--- src/rtl/baud_gen_pkg.sv ---
`timescale 1ns/1ps
package baud_gen_pkg;
  parameter int unsigned BG_RATE_W = 16;

  typedef enum logic {
    MODE_DIV = 1'b0,
    MODE_ACC = 1'b1
  } bg_mode_e;
endpackage

--- src/rtl/baud_gen_ctrl.sv ---
`timescale 1ns/1ps
module baud_gen_ctrl
  import baud_gen_pkg::*;
#(
  parameter int unsigned RATE_W = BG_RATE_W
) (
  input  logic              clk,
  input  logic              rst_n,
  input  logic              run_en,
  input  logic              mode_sel,
  input  logic [RATE_W-1:0] rate_val,
  output logic              restart,
  output bg_mode_e          mode_q
);
  logic              run_q;
  logic [RATE_W-1:0] rate_q;

  // restart pulse: fresh enable, or a setting changed under a running generator
  assign restart = run_en & (~run_q | (rate_val != rate_q) | (mode_sel != logic'(mode_q)));

  always_ff @(posedge clk or negedge rst_n) begin
    if (!rst_n) begin
      run_q  <= 1'b0;
      rate_q <= '0;
      mode_q <= MODE_DIV;
    end else begin
      run_q  <= run_en;
      rate_q <= rate_val;
      mode_q <= bg_mode_e'(mode_sel);
    end
  end

  AST_SETTINGS_TRACKED: assert property (@(posedge clk) disable iff (!rst_n)
    (run_en && $stable(rate_val) && $stable(mode_sel) && $past(run_en)) |-> !restart);
endmodule

--- src/rtl/baud_gen_div.sv ---
`timescale 1ns/1ps
module baud_gen_div #(
  parameter int unsigned RATE_W = 16
) (
  input  logic              clk,
  input  logic              rst_n,
  input  logic              en,
  input  logic              restart,
  input  logic [RATE_W-1:0] limit,
  output logic              tick_o
);
  logic [RATE_W-1:0] cnt;
  logic [RATE_W-1:0] last_cnt;

  // 0 and 1 both mean a tick per clock
  assign last_cnt = (limit <= RATE_W'(1)) ? '0 : limit - RATE_W'(1);

  always_ff @(posedge clk or negedge rst_n) begin
    if (!rst_n) begin
      cnt    <= '0;
      tick_o <= 1'b0;
    end else if (!en || restart) begin
      cnt    <= '0;
      tick_o <= 1'b0;
    end else if (cnt >= last_cnt) begin
      cnt    <= '0;
      tick_o <= 1'b1;
    end else begin
      cnt    <= cnt + RATE_W'(1);
      tick_o <= 1'b0;
    end
  end

  AST_DIV_SINGLE_PULSE: assert property (@(posedge clk) disable iff (!rst_n)
    (en && !restart && tick_o && limit > RATE_W'(1)) |=> !tick_o);
  AST_DIV_FULL_RATE: assert property (@(posedge clk) disable iff (!rst_n)
    (en && !restart && limit <= RATE_W'(1)) |=> tick_o);
endmodule

--- src/rtl/baud_gen_acc.sv ---
`timescale 1ns/1ps
module baud_gen_acc #(
  parameter int unsigned RATE_W = 16
) (
  input  logic              clk,
  input  logic              rst_n,
  input  logic              en,
  input  logic              restart,
  input  logic [RATE_W-1:0] incr,
  output logic              tick_o
);
  logic [RATE_W-1:0] phase;
  logic [RATE_W:0]   sum;

  assign sum = {1'b0, phase} + {1'b0, incr};

  always_ff @(posedge clk or negedge rst_n) begin
    if (!rst_n) begin
      phase  <= '0;
      tick_o <= 1'b0;
    end else if (!en || restart) begin
      phase  <= '0;
      tick_o <= 1'b0;
    end else begin
      phase  <= sum[RATE_W-1:0];
      tick_o <= sum[RATE_W];
    end
  end

  AST_ACC_ZERO_STEP: assert property (@(posedge clk) disable iff (!rst_n)
    (en && incr == '0) |=> !tick_o);
endmodule

--- src/rtl/baud_gen_top.sv ---
`timescale 1ns/1ps
module baud_gen_top
  import baud_gen_pkg::*;
#(
  parameter int unsigned RATE_W = BG_RATE_W
) (
  input  logic              clk,
  input  logic              rst_n,
  input  logic              run_en,
  input  logic              mode_sel,
  input  logic [RATE_W-1:0] rate_val,
  output logic              tick_o
);
  logic     restart;
  bg_mode_e mode_q;
  logic     div_en, acc_en;
  logic     div_tick, acc_tick;

  baud_gen_ctrl #(.RATE_W(RATE_W)) u_ctrl (
    .clk(clk), .rst_n(rst_n), .run_en(run_en), .mode_sel(mode_sel),
    .rate_val(rate_val), .restart(restart), .mode_q(mode_q)
  );

  // only the selected engine runs; the other is held cleared
  assign div_en = run_en & (bg_mode_e'(mode_sel) == MODE_DIV);
  assign acc_en = run_en & (bg_mode_e'(mode_sel) == MODE_ACC);

  baud_gen_div #(.RATE_W(RATE_W)) u_div (
    .clk(clk), .rst_n(rst_n), .en(div_en), .restart(restart),
    .limit(rate_val), .tick_o(div_tick)
  );

  baud_gen_acc #(.RATE_W(RATE_W)) u_acc (
    .clk(clk), .rst_n(rst_n), .en(acc_en), .restart(restart),
    .incr(rate_val), .tick_o(acc_tick)
  );

  assign tick_o = (mode_q == MODE_ACC) ? acc_tick : div_tick;

  AST_ONE_ENGINE: assert property (@(posedge clk) disable iff (!rst_n)
    $onehot0({div_tick, acc_tick}));
  AST_IDLE_QUIET: assert property (@(posedge clk) disable iff (!rst_n)
    !run_en |=> !tick_o);
  AST_RESTART_QUIET: assert property (@(posedge clk) disable iff (!rst_n)
    restart |=> !tick_o);
  always_comb begin
    if (!rst_n) AST_RESET_LOW: assert (!div_tick && !acc_tick);
  end
endmodule

--- config.mk ---
export PLATFORM = sky130hd
export DESIGN_NAME = baud_gen_top
export DESIGN_NICKNAME = d
export VERILOG_FILES = /design/src/rtl/baud_gen_pkg.sv /design/src/rtl/baud_gen_ctrl.sv /design/src/rtl/baud_gen_div.sv /design/src/rtl/baud_gen_acc.sv /design/src/rtl/baud_gen_top.sv
export SDC_FILE = /design/constraint.sdc
export NUM_CORES = 1
export LEC_CHECK = 0
export BUFFER_PORTS_ARGS = -buffer_cell sky130_fd_sc_hd__clkbuf_2
export CAP_MARGIN = 10
export CORE_MARGIN = 2
export CORE_UTILIZATION = 45
export CTS_CLUSTER_DIAMETER = 200
export DETAILED_ROUTE_END_ITERATION = 8
export GPL_TIMING_DRIVEN = 0
export PLACE_DENSITY = 0.7
export SLEW_MARGIN = 20
export SYNTH_ARGS = -nofsm -noshare
export SYNTH_HDL_FRONTEND = slang
export SYNTH_HIERARCHICAL = 1
export SYNTH_SLANG_ARGS = --single-unit
--- constraint.sdc ---
create_clock -name clk -period 2 [get_ports clk]
set_clock_uncertainty 0.15 [all_clocks]
set_input_delay 0.5 -clock clk [delete_from_list [all_inputs] [get_ports clk]]
set_output_delay 0.5 -clock clk [all_outputs]
set_load 0.1 [all_outputs]
-- Word-level counts from Yosys, hierarchy flattened
Cells that the tools add are included.
- reductions and logical operators: 4
- divide/modulo/power cells: 0
- shifts and indexed selects: 0
- equality and inequality tests: 2
- bitwise gates (word level): 7
- $add $sub $neg: 3
- magnitude comparators: 2
- multiplexer cells: 8
- multiply operators: 0
- operator list (operator ; number):
    $mux W16 ; 4
    $add A16 B16 Y17 ; 1
    $add A16 B1 Y16 const B ; 1
    $ge A16 B16 Y1 ; 1
    $le A16 B1 Y1 const B ; 1
    $ne A16 B16 Y1 ; 1
    $sub A16 B1 Y16 const B ; 1
    $mux W1 ; 4
    $and A1 B1 Y1 ; 3
    $logic_not A1 Y1 ; 2
    $logic_or A1 B1 Y1 ; 2
    $not A1 Y1 ; 2
    $or A1 B1 Y1 ; 2
    $ne A1 B1 Y1 ; 1
- word-level logic and storage cells: 33
- bits in latches: 0
- memories kept: 0
- bits in read-only memories: 0
- register bits after elaboration: 52
- memory bits (writable): 0
- input port bits: 20

-- Longest topological paths before layout
- depth in word-level cells: 6
- gate-level depth with buffers: 14
- mapped depth without buffers: 12

-- By module
The synthesis kept the hierarchy.
- modules (own cells, without submodules) (module ; area an instance (um2) ; cells an instance ; sequential area each (um2) ; times used):
    baud_gen_div ; 1476.4 ; 177 ; 425.4 ; 1
    baud_gen_acc ; 1437.6 ; 156 ; 425.4 ; 1
    baud_gen_ctrl ; 641.9 ; 42 ; 450.4 ; 1
    baud_gen_top ; 27.5 ; 3 ; 0.0 ; 1

-- Worst setup path before layout
OpenSTA, ideal clock, no wires.
- path type: in2reg
- from: input rate_val[11]
- to: register u_div.cnt[10]
- slack: -1.972 ns
- data required time: 1.778 ns
- arrival time: 3.750 ns
- library setup time: 0.072 ns
- stages: 12
- cell sequence: or4_4 -> or4_4 -> or4_4 -> buf_6 -> and2_1 -> ha_1 -> nand2b_1 -> a2111o_1 -> a31oi_1 -> nand3b_1 -> clkbuf_1 -> nor2_1
- cells in the longest elaborated chain, start to end: 6
- elaborated cells on any way between the ends: 11
- ends and longest elaborated chain (item ; RTL line ; text):
    start, declared ; baud_gen_top.sv:11 ; input logic [RATE_W-1:0] rate_val,
    parallel branches: the longest is 5 deep, another holds $sub A16 B1 Y16 ; -- ;
    $mux W16 (*) ; baud_gen_div.sv:22 ; end else if (!en || restart) begin
    end signal, assigned ; baud_gen_div.sv:29 ; cnt <= cnt + RATE_W'(1);
    end, declared ; baud_gen_div.sv:12 ; logic [RATE_W-1:0] cnt;
Mark *: on every way between the ends.

-- Final worst setup path
- from: input rate_val[11]
- to: register u_div.cnt[1]
Same word-level chain as after synthesis.

==> impl_metrics.py <==
metrics = {
    "final_layout": {
        "fin_area_um2": 4370,
        "multi_input_area_um2": 2430,
        "final_net_count": 473,
        "area_delta_synth_final_pct": 22.0,
        "register_area_um2": 1300,
        "diodes": 0,
        "fillers": 674,
        "final_common_cell": "dfrtp_1",
        "drive_gt1_frac": 0.270,
        "layout_common_cells": "dfrtp_1 (52), nand2_1 (36), xor2_1 (34)",
    },
    "timing": {
        "hold_slack_ns": 0.102,
        "hold_violations": 0,
        "slew_headroom": 0.519,
        "finalSetupTns_ns": -29.40,
        "report.final.slew_viol_count": 0,
        "max_clock_freq_mhz": 272,
        "worst_slew_pin_slew_ns": 0.721,
        "post-route-period-util": 1.84,
        "rsz0062_at_grt": "yes",
        "setup_slack_ns": -1.67,
        "finalCriticalPeriod_ns": 3.67,
        "setup_viol": 34,
    },
    "placement": {
        "portBuffers": 20,
        "place_congestion": 0.932,
        "placed_area_um2": 3900,
        "hpwl_um": 5780,
    },
    "logic_synthesis": {
        "synthFlopType": "dfrtp_1",
        "synth-compound-area-share": 0.128,
        "synth_area_um2": 3580,
        "syn_inst": 378,
        "ys_ff_latch": 52,
        "ys_warn_count": 6,
        "syn_avg_cell_area_um2": 9.48,
        "synthAdderAreaFrac": 0.128,
        "synth-simple-area-share": 0.215,
        "synth_edf_count": 0,
        "synth_nets": 434,
        "yosysSeqAreaShare": 0.363,
        "synth_mux_area_frac": 0.0101,
        "synth_top_family_by_area": "simple AND/OR/NAND/NOR gates",
        "synth_cell_types": 54,
        "synthArstFlopShare": 1.00,
        "synth_xor_area_frac": 0.122,
    },
    "route": {
        "vias": 2788,
        "via_per_inst": 5.36,
        "drtIter0Drc": 96,
        "wire_per_inst_um": 15.3,
        "wl_um": 7930,
        "first_pass_iters": 4,
        "ant_nets": 0,
        "drcViolationCount": 0,
    },
    "cts": {
        "cts_tree": "built",
        "ctsRootBufferMaster": "clkbuf_8",
        "clk_pin_slew_ns": 0.09,
        "cts-hold-fix-buffers": 0,
        "cts_buffers": 5,
        "ctsHtreeMaxLevel": 2,
        "clk_latency_ns": 0.32,
        "cts_sinks": 52,
        "clk_path_buf_depth": 2,
    },
    "floorplanning": {
        "die_height_um": 93.2,
        "core_area_um2": 7730,
        "rows": 32,
        "initial_utilization": 0.464,
        "dieArea_um2": 8690,
        "io_pins": 21,
        "dieWidth_um": 93.2,
    },
    "setup_path": {
        "end_kind": "flip-flop",
        "critPathMaxStageDelay_ns": 0.53,
        "worstSetupPathType": "in2reg",
        "crit_fanout": 5,
        "crit_chain": "clkbuf_16 > or4_4 > or4_4 > or4_4 > and2_4 > ha_4 > nand2b_4 > a2111o_1 > a31oi_2 > nand3b_1 > buf_6 > buf_8 > nor2_4",
        "slowest_stage": "or4_4",
        "cp.arrival_ns": 3.78,
        "timing.critical_path.mode_cell": "or4_4",
        "start_kind": "input pin",
        "crit_required_ns": 2.10,
    },
    "global_route": {
        "grt_usage": 0.194,
        "antenna_found_initial": 0,
        "grt_pass1_vias": 2743,
        "grt-ovfl-total": 0,
        "grt_pass1_wl_um": 13300,
        "grt_max_degree": 53,
    },
    "pwr": {
        "ir_drop_mv": 0.311,
        "p_per_area_nw_per_um2": 500,
        "finalPower_uw": 2180,
        "p_leak_uw": 0.00192,
    },
    "outcome": {
        "status": "finished with violations",
        "failed_checks": "negative setup slack",
    },
    "hold_path": {
        "min_path_type": "in2async",
    },
    "run": {
        "cap_violations": 0,
    },
}
## layer usage
metal / up-vias / routed length [um] / global-route usage
met1: 1332 / 3550 / 0.248
met2: 31 / 4110 / 0.347
met3: 11 / 163 / 0.0250
li1: 1414 / - / -
met4: 0 / 112 / 0.0441
met5: - / 0 / 0
## cell type report
type,count,area share
Buffer,8,0.0186
Clock buffer,5,0.0157
Clock inverter,3,0.00515
Inverter,15,0.0129
Multi-Input combinational cell,301,0.557
Sequential cell,52,0.298
Tap cell,102,0.0292
Timing Repair Buffer,34,0.0638
## logic make-up after synthesis
logic type | count (synthesis)
AO/OA/AOI/OAI | 62
adder cells (fa/ha/maj) | 36
XOR/XNOR | 50
flip-flops | 52
buffers and inverters | 25
multiplexers | 3
AND/OR/NAND/NOR | 150
## worst paths after layout
check	startpoint	end	slack [ns]	cells after the start
max in group asynchronous	rst_n	u_ctrl/mode_q$_DFF_PN0_	1.12	1
setup reg to reg	u_div/cnt[0]$_DFF_PN0_	u_div/cnt[1]$_DFF_PN0_	-0.28	9
min in group clk	rate_val[9]	u_ctrl/rate_q[9]$_DFF_PN0_	0.17	1
hold reg to reg	u_div/cnt[0]$_DFF_PN0_	u_div/cnt[0]$_DFF_PN0_	0.39	1
hold / removal	rst_n	u_div/cnt[2]$_DFF_PN0_	0.10	1
setup / recovery	rate_val[11]	u_div/cnt[1]$_DFF_PN0_	-1.67	13
## timing repair
action,CTS,global route
gates resized for setup,33,39
setup buffers,9,3
setup endpoints to repair,35,34
pin swaps,27,6
gates cloned,2,0
## power breakdown
| group | total [uW] | internal [uW] | switching, uW | leakage (uW) |
|---|---|---|---|---|
| Clock | 631 | 252 | 379 | 0.0000485 |
| Sequential | 1100 | 1080 | 14.2 | 0.000680 |
| Combinational | 458 | 186 | 272 | 0.00119 |
| Total | 2180 | 1520 | 665 | 0.00192 |
## registers in the layout, summed over array words and instances (netlist names)
signal / count
u_ctrl/rate_q: 16
u_div/tick_o: 1
u_ctrl/mode_q: 1
u_acc/tick_o: 1
u_div/cnt: 16
u_acc/phase: 16
u_ctrl/run_q: 1
## worst max-delay path: cells and delay by family
| kind | cells | cell delay (ns) |
|---|---|---|
| buf+inv | 3 | 0.41 |
| simple gates | 7 | 2.00 |
| compound gates | 2 | 0.64 |
| fa+ha+maj | 1 | 0.20 |
## synthesized netlist by cell type, types with 4 or more instances
cell	count	share of area
dfrtp_1	52	0.36
nand2_1	36	0.038
nor2_1	36	0.038
ha_1	35	0.12
xor2_1	34	0.083
a21oi_1	19	0.027
nor3_1	17	0.024
xnor2_1	16	0.039
inv_1	15	0.016
nand3_1	13	0.018
o21ai_0	10	0.014
nand4_1	9	0.016
a21o_1	6	0.013
nand2b_1	6	0.010
nor4_1	6	0.010
a31oi_1	5	0.0087
and3_1	4	0.0070
clkbuf_1	4	0.0042
nor2b_1	4	0.0070
## stage by stage
stage	instances	util	setup WS [ns]
global route	520	0.566	-1.73
floorplan	378	-	-1.90
CTS	518	0.547	-1.73
finish	520	0.566	-1.67
global placement	500	0.505	-2.38
detailed placement	500	0.505	-2.41
Power figures use the tool's default switching activity.
